$ cat src/rtl/mgmt_pkg.sv
package mgmt_pkg;
  localparam int CMD_W   = 32;
  localparam int DATA_W  = 16;
  localparam int PRE_LEN = 32;
  localparam int IMG_W   = CMD_W + PRE_LEN;
  localparam int IDX_W   = $clog2(IMG_W) + 1;
  localparam int TA_BITS = 2;

  localparam logic [3:0] NIB_WRITE = 4'h5;
  localparam logic [3:0] NIB_READ  = 4'h6;

  typedef enum logic [1:0] {
    SEL_CLK = 2'd0,
    SEL_CMD = 2'd1,
    SEL_EVT = 2'd2,
    SEL_NONE = 2'd3
  } reg_sel_e;

  // Index of the final frame bit.
  function automatic logic [IDX_W-1:0] last_bit(input logic pre);
    return pre ? IDX_W'(IMG_W - 1) : IDX_W'(CMD_W - 1);
  endfunction

  // First bit index at which a read frame lets go of the line.
  function automatic logic [IDX_W-1:0] release_idx(input logic pre);
    return last_bit(pre) - IDX_W'(DATA_W + TA_BITS - 1);
  endfunction

  // First bit index whose rising edge carries PHY read data.
  function automatic logic [IDX_W-1:0] sample_idx(input logic pre);
    return last_bit(pre) - IDX_W'(DATA_W - 1);
  endfunction

  function automatic logic nib_is_read(input logic [3:0] nib);
    return nib == NIB_READ;
  endfunction

  // Serial image, left aligned: the MSB goes out first.
  function automatic logic [IMG_W-1:0] frame_image(input logic [CMD_W-1:0] cmd,
                                                   input logic pre);
    return pre ? {{PRE_LEN{1'b1}}, cmd} : {cmd, {PRE_LEN{1'b0}}};
  endfunction
endpackage

$ cat src/rtl/mgmt_mdc_gen.sv
module mgmt_mdc_gen #(
  parameter int DIV_W = 7
) (
  input  logic             clk,
  input  logic             rst_n,
  input  logic             run,
  input  logic [DIV_W-1:0] div,
  output logic             mdc,
  output logic             rise_tick,
  output logic             fall_tick
);
  logic [DIV_W-1:0] cnt_q;
  logic             mdc_q;
  logic             wrap;

  assign wrap      = run && (cnt_q == div);
  assign rise_tick = wrap && !mdc_q;
  assign fall_tick = wrap && mdc_q;
  assign mdc       = mdc_q;

  always_ff @(posedge clk) begin
    if (!rst_n) begin
      cnt_q <= '0;
      mdc_q <= 1'b0;
    end else if (!run) begin
      cnt_q <= '0;
      mdc_q <= 1'b0;
    end else if (wrap) begin
      cnt_q <= '0;
      mdc_q <= ~mdc_q;
    end else begin
      cnt_q <= cnt_q + 1'b1;
    end
  end
endmodule

$ cat src/rtl/mgmt_shifter.sv
module mgmt_shifter
  import mgmt_pkg::*;
(
  input  logic              clk,
  input  logic              rst_n,
  input  logic              start,
  input  logic [CMD_W-1:0]  cmd,
  input  logic              pre_en,
  input  logic              rise_tick,
  input  logic              fall_tick,
  input  logic              mdio_i,
  output logic              busy,
  output logic              mdio_o,
  output logic              mdio_oe,
  output logic              done,
  output logic              done_read,
  output logic [DATA_W-1:0] rd_word
);
  logic [IMG_W-1:0]  sh_q;
  logic [IDX_W-1:0]  idx_q;
  logic              pre_q;
  logic              rd_q;
  logic              busy_q;
  logic [DATA_W-1:0] cap_q;
  logic              at_last;

  assign at_last   = idx_q == last_bit(pre_q);
  assign done      = busy_q && fall_tick && at_last;
  assign done_read = done && rd_q;
  assign busy      = busy_q;
  assign rd_word   = cap_q;
  assign mdio_o    = busy_q && sh_q[IMG_W-1];
  assign mdio_oe   = busy_q && !(rd_q && (idx_q >= release_idx(pre_q)));

  always_ff @(posedge clk) begin
    if (!rst_n) begin
      sh_q   <= '0;
      idx_q  <= '0;
      pre_q  <= 1'b0;
      rd_q   <= 1'b0;
      busy_q <= 1'b0;
      cap_q  <= '0;
    end else if (!busy_q) begin
      if (start) begin
        busy_q <= 1'b1;
        sh_q   <= frame_image(cmd, pre_en);
        idx_q  <= '0;
        pre_q  <= pre_en;
        rd_q   <= nib_is_read(cmd[CMD_W-1 -: 4]);
        cap_q  <= '0;
      end
    end else begin
      if (rise_tick && rd_q && (idx_q >= sample_idx(pre_q)))
        cap_q <= {cap_q[DATA_W-2:0], mdio_i};
      if (fall_tick) begin
        if (at_last) begin
          busy_q <= 1'b0;
        end else begin
          idx_q <= idx_q + 1'b1;
          sh_q  <= sh_q << 1;
        end
      end
    end
  end
endmodule

$ cat src/rtl/mgmt_frame_master.sv
module mgmt_frame_master
  import mgmt_pkg::*;
#(
  parameter int DIV_W = 7
) (
  input  logic        clk,
  input  logic        rst_n,
  input  logic        reg_wr,
  input  logic [1:0]  reg_addr,
  input  logic [31:0] reg_wdata,
  output logic [31:0] reg_rdata,
  output logic        mdc,
  output logic        mdio_o,
  output logic        mdio_oe,
  input  logic        mdio_i
);
  localparam int CTRL_W = DIV_W + 1;

  logic [CTRL_W-1:0] ctrl_q;
  logic [CMD_W-1:0]  data_q;
  logic              evt_q;

  logic              busy_w;
  logic              done_w;
  logic              done_rd_w;
  logic              rise_w;
  logic              fall_w;
  logic              cmd_wr_w;
  logic              start_w;
  logic              evt_clr_w;
  logic [DATA_W-1:0] rd_word_w;
  logic [DIV_W-1:0]  div_w;
  logic              pre_w;
  reg_sel_e          sel_w;

  assign sel_w     = reg_sel_e'(reg_addr);
  assign div_w     = ctrl_q[DIV_W-1:0];
  assign pre_w     = ctrl_q[DIV_W];
  assign cmd_wr_w  = reg_wr && (sel_w == SEL_CMD);
  assign start_w   = cmd_wr_w && !busy_w;
  assign evt_clr_w = reg_wr && (sel_w == SEL_EVT) && reg_wdata[0];

  mgmt_mdc_gen #(.DIV_W(DIV_W)) u_clk (
    .clk       (clk),
    .rst_n     (rst_n),
    .run       (busy_w),
    .div       (div_w),
    .mdc       (mdc),
    .rise_tick (rise_w),
    .fall_tick (fall_w)
  );

  mgmt_shifter u_shift (
    .clk       (clk),
    .rst_n     (rst_n),
    .start     (start_w),
    .cmd       (reg_wdata),
    .pre_en    (pre_w),
    .rise_tick (rise_w),
    .fall_tick (fall_w),
    .mdio_i    (mdio_i),
    .busy      (busy_w),
    .mdio_o    (mdio_o),
    .mdio_oe   (mdio_oe),
    .done      (done_w),
    .done_read (done_rd_w),
    .rd_word   (rd_word_w)
  );

  always_ff @(posedge clk) begin
    if (!rst_n) begin
      ctrl_q <= '0;
      data_q <= '0;
      evt_q  <= 1'b0;
    end else begin
      if (reg_wr && (sel_w == SEL_CLK))
        ctrl_q <= reg_wdata[CTRL_W-1:0];
      if (start_w)
        data_q <= reg_wdata;
      else if (done_rd_w)
        data_q[DATA_W-1:0] <= rd_word_w;
      if (done_w)
        evt_q <= 1'b1;
      else if (evt_clr_w)
        evt_q <= 1'b0;
    end
  end

  always_comb begin
    unique case (sel_w)
      SEL_CLK: reg_rdata = {{(32-CTRL_W){1'b0}}, ctrl_q};
      SEL_CMD: reg_rdata = data_q;
      SEL_EVT: reg_rdata = {31'd0, evt_q};
      default: reg_rdata = 32'd0;
    endcase
  end
endmodule

$ cat config.mk
export PLATFORM = sky130hd
export DESIGN_NAME = mgmt_frame_master
export DESIGN_NICKNAME = d
export VERILOG_FILES = /design/src/rtl/mgmt_pkg.sv /design/src/rtl/mgmt_mdc_gen.sv /design/src/rtl/mgmt_shifter.sv /design/src/rtl/mgmt_frame_master.sv
export SDC_FILE = /design/constraint.sdc
export NUM_CORES = 1
export LEC_CHECK = 0
export BUFFER_PORTS_ARGS = -buffer_cell sky130_fd_sc_hd__buf_2
export CAP_MARGIN = 20
export CORE_MARGIN = 2
export CORE_UTILIZATION = 53
export DETAILED_ROUTE_END_ITERATION = 10
export GPL_ROUTABILITY_DRIVEN = 0
export GPL_TIMING_DRIVEN = 0
export PLACE_DENSITY = 0.76
export SLEW_MARGIN = 25
export SYNTH_ARGS = -nofsm -noshare
export SYNTH_HDL_FRONTEND = slang
export SYNTH_SLANG_ARGS = --single-unit
$ cat constraint.sdc
create_clock -name clk -period 2.05 [get_ports clk]
set_input_delay 0.1025 -clock clk [delete_from_list [all_inputs] [get_ports clk]]
set_output_delay 0.1025 -clock clk [all_outputs]
set_load 0.005 [all_outputs]
==> results.py <==
metrics = {
    "setup_path": {
        "critical-path-max-stage-delay_ns": 0.33,
        "critPathTopFamily": "simple AND/OR/NAND/NOR gates",
        "critPathCaptureType": "flip-flop",
        "slowest_stage": "dfxtp_2",
        "crit_path_start_kind": "flip-flop",
        "worstPathBufferInverterCount": 4,
        "critPathRequiredTime_ns": 2.41,
        "path_cells": "inv_2 -> ha_4 -> nand3b_1 -> buf_4 -> or2_4 -> nor4_4 -> buf_6 -> clkbuf_16 -> a31oi_1 -> a21oi_1",
        "cp.arrival_ns": 2.42,
        "critPathMaxFanout": 5,
        "crit_type": "flip-flop to flip-flop",
    },
    "sta": {
        "rsz0062_at_grt": "yes",
        "drv_slew": 0,
        "setup_viol": 1,
        "tightestPinTransition_ns": 0.817,
        "slew_headroom": 0.454,
        "hold_violations": 0,
        "period_minus_slack_ns": 2.06,
        "fin_hold_ws_ns": 0.0149,
        "finalClockSkew_ns": 0.00620,
        "fmax_ghz": 0.487,
        "postLayoutSetupSlackWorst_ns": -0.00527,
        "fin_crit_sh": 1.00,
    },
    "final_layout": {
        "num-fill-cells": 1041,
        "diodes": 0,
        "fin_nets": 1005,
        "seqCellArea_um2": 2790,
        "multi_input_area_um2": 3840,
        "utilization": 0.670,
        "drive_gt1_frac": 0.176,
        "instances_no_fill": 1148,
        "area_growth_pct": 23.3,
    },
    "cts": {
        "htree_levels": 4,
        "root_buffer": "clkbuf_16",
        "cts_max_path_buffers": 2,
        "clk-insertion-delay-late_ns": 0.43,
        "tritoncts.num_buffers": 17,
        "cts_tree": "built",
        "cts.clk_slew.worst_paths_ns": 0.06,
        "clock_sinks": 139,
    },
    "routing": {
        "wl_per_cell_um": 18.5,
        "ant_nets": 0,
        "vias": 6957,
        "drt_iter0_drc": 860,
        "drc": 0,
        "firstDrtPassIters": 6,
        "viasPerCell": 6.06,
        "drt-total-wl_um": 21300,
    },
    "placement": {
        "port-buffer-count": 71,
        "dpl.hpwl_um": 14400,
        "dp.cells": 1094,
        "dp_slack_ns": -0.310,
    },
    "global_routing": {
        "grt_util_met3": 0.0591,
        "grt_usage": 0.293,
        "grt_max_degree": 17,
        "grt_pass1_wl_um": 32400,
        "grtUsageMet1": 0.369,
        "antenna_found_initial": 0,
        "grt_util_met2": 0.472,
        "grt.busiest_layer": "met2",
        "overflow": 0,
        "grt_pass1_vias": 6269,
    },
    "floorplan": {
        "initial_core_util": 0.543,
        "core_area_um2": 12700,
        "die-area_um2": 13900,
        "die_h_um": 118,
        "chipWidth_um": 118,
        "io_pins": 73,
        "placementRows": 41,
    },
    "synth": {
        "synth_top_area_frac": 0.404,
        "yosysMostFrequentCell": "dfxtp_1",
        "synth_area_um2": 6880,
        "synth_area_leaders": "dfxtp_1, o21ai_0, nand2_1",
        "synth_xor_xnor_area_share": 0.0178,
        "synthArstFlopShare": 0,
        "synth.area.mux_share": 0.0233,
        "syn-num-nets": 893,
        "synth_compound_area_frac": 0.219,
        "synth_ff_type": "dfxtp_1",
        "avgSynthCellArea_um2": 8.09,
        "yosysTopAreaCell": "dfxtp_1",
        "synth_top_family_by_area": "simple AND/OR/NAND/NOR gates",
        "yosys_warnings": 0,
        "synthAdderAreaFrac": 0.00727,
        "synth_seq_cells": 139,
        "ys_types": 47,
        "ys_seq_area_frac": 0.404,
        "postSynthCellCount": 851,
        "synth_commonest_cells": "dfxtp_1, nand2_1, o21ai_0, nand4_1, clkbuf_1",
        "synth_edf_count": 0,
        "synth-simple-area-share": 0.268,
    },
    "pwr": {
        "leakage_nw": 3.00,
        "vdd_drop_max_mv": 0.663,
        "power_mw": 6.56,
        "power_density_nw_per_um2": 773,
    },
    "flow_run": {
        "cap_violations": 0,
    },
    "outcome": {
        "violations": "setup timing",
        "outcome": "complete, but fails checks",
    },
    "hold_path": {
        "hold_path.class": "input port to flip-flop",
    },
}
==> cell type report <==
class,instances,share of cell area
plain buffers,88,0.0501
clock buffers,25,0.0572
clock inverters,7,0.0133
inverters,7,0.00310
multi-input cells,616,0.453
flip-flops and latches,139,0.329
well taps,172,0.0254
repair buffers,94,0.0694
==> flip-flops by register name, summed over array words and instances, names as in the netlist <==
signal           flops
u_shift.rd_q         1
data_q              32
evt_q                1
u_shift.sh_q        64
u_shift.pre_q        1
ctrl_q               8
u_shift.idx_q        7
u_shift.rd_word     16
u_clk.cnt_q          7
u_shift.busy         1
u_clk.mdc            1
==> path summary, 6_finish.rpt <==
path	from	end	slack, ns	cells after the start
max	u_shift.pre_q	data_q[13]	-0.005	10
min	reg_wdata[2]	ctrl_q[2]	0.01	3
max reg2reg	u_shift.pre_q	data_q[13]	-0.005	10
min reg2reg	data_q[9]	data_q[9]	0.45	2
==> worst register-to-register path, cell delays in order (launching register included) <==
cell and delay [ns]:
dfxtp_2 0.33, inv_2 0.04, ha_4 0.25, nand3b_1 0.12, buf_4 0.16, or2_4 0.23
nor4_4 0.26, buf_6 0.19, clkbuf_16 0.15, a31oi_1 0.10, a21oi_1 0.15
==> cells in the final DEF, fill, tap and decap left out, types with 4 or more instances in the layout <==
cell type / netlist / routed
o21ai_0: 107 / 106
inv_1: 7 / 6
nand4_1: 58 / 58
nand3b_1: 18 / 18
clkbuf_2: 3 / 13
clkbuf_1: 53 / 47
nand2_1: 128 / 128
a31oi_4: 0 / 5
buf_2: 13 / 79
and3_1: 6 / 6
a21oi_2: 0 / 5
mux2i_1: 16 / 16
nor2_1: 19 / 18
nand2b_1: 33 / 33
a21oi_1: 20 / 15
a21boi_0: 37 / 37
nor2b_1: 11 / 11
dlygate4sd3_1: 0 / 16
o311ai_0: 32 / 32
o211a_1: 8 / 8
a31oi_1: 17 / 12
nand3_1: 28 / 28
dfxtp_1: 139 / 134
buf_6: 4 / 5
a22oi_1: 8 / 8
and2_1: 25 / 25
dfxtp_2: 0 / 4
buf_4: 1 / 9
clkbuf_16: 0 / 18
xnor2_1: 12 / 7
buf_1: 15 / 14
xnor2_2: 0 / 5
==> logic make-up (layout without fill, tap and decap cells) <==
family          Yosys count  count (layout)
compound gates          235             235
xor+xnor                 14              14
fa+ha+maj                 4               4
buf+inv                  96             221
flops                   139             139
mux                      16              16
simple gates            347             347
==> metrics by stage <==
| step | instance area, um2 | setup TNS [ns] |
|---|---|---|
| floorplan | 6880 | 0 |
| global placement | 7450 | -14.60 |
| detailed placement | 7450 | -19.47 |
| CTS | 8270 | 0 |
| global route | 8490 | -1.13 |
| finish | 8490 | -0.00527 |
==> power breakdown <==
group          total (mW)  switching [mW]  internal (mW)  leakage (nW)
clock                3.15            1.15           2.00         0.291
combinational       0.592           0.377          0.215          1.58
sequential           2.82          0.0446           2.77          1.13
==> repair_timing <==
item,4_1_cts,5_1_grt
pin swaps,3,19
endpoints found under the setup margin,114,92
hold endpoints to repair,16,0
resized for setup,16,44
gates cloned,0,1
buffers inserted,3,3
hold buffers,16,0
==> routing by layer <==
layer / share of wire / wire length, um
met2: 0.47 / 9900
met1: 0.43 / 9050
met4: 0.043 / 918
met3: 0.066 / 1400
met5: 0 / 0
Power figures use the tool's default switching activity.
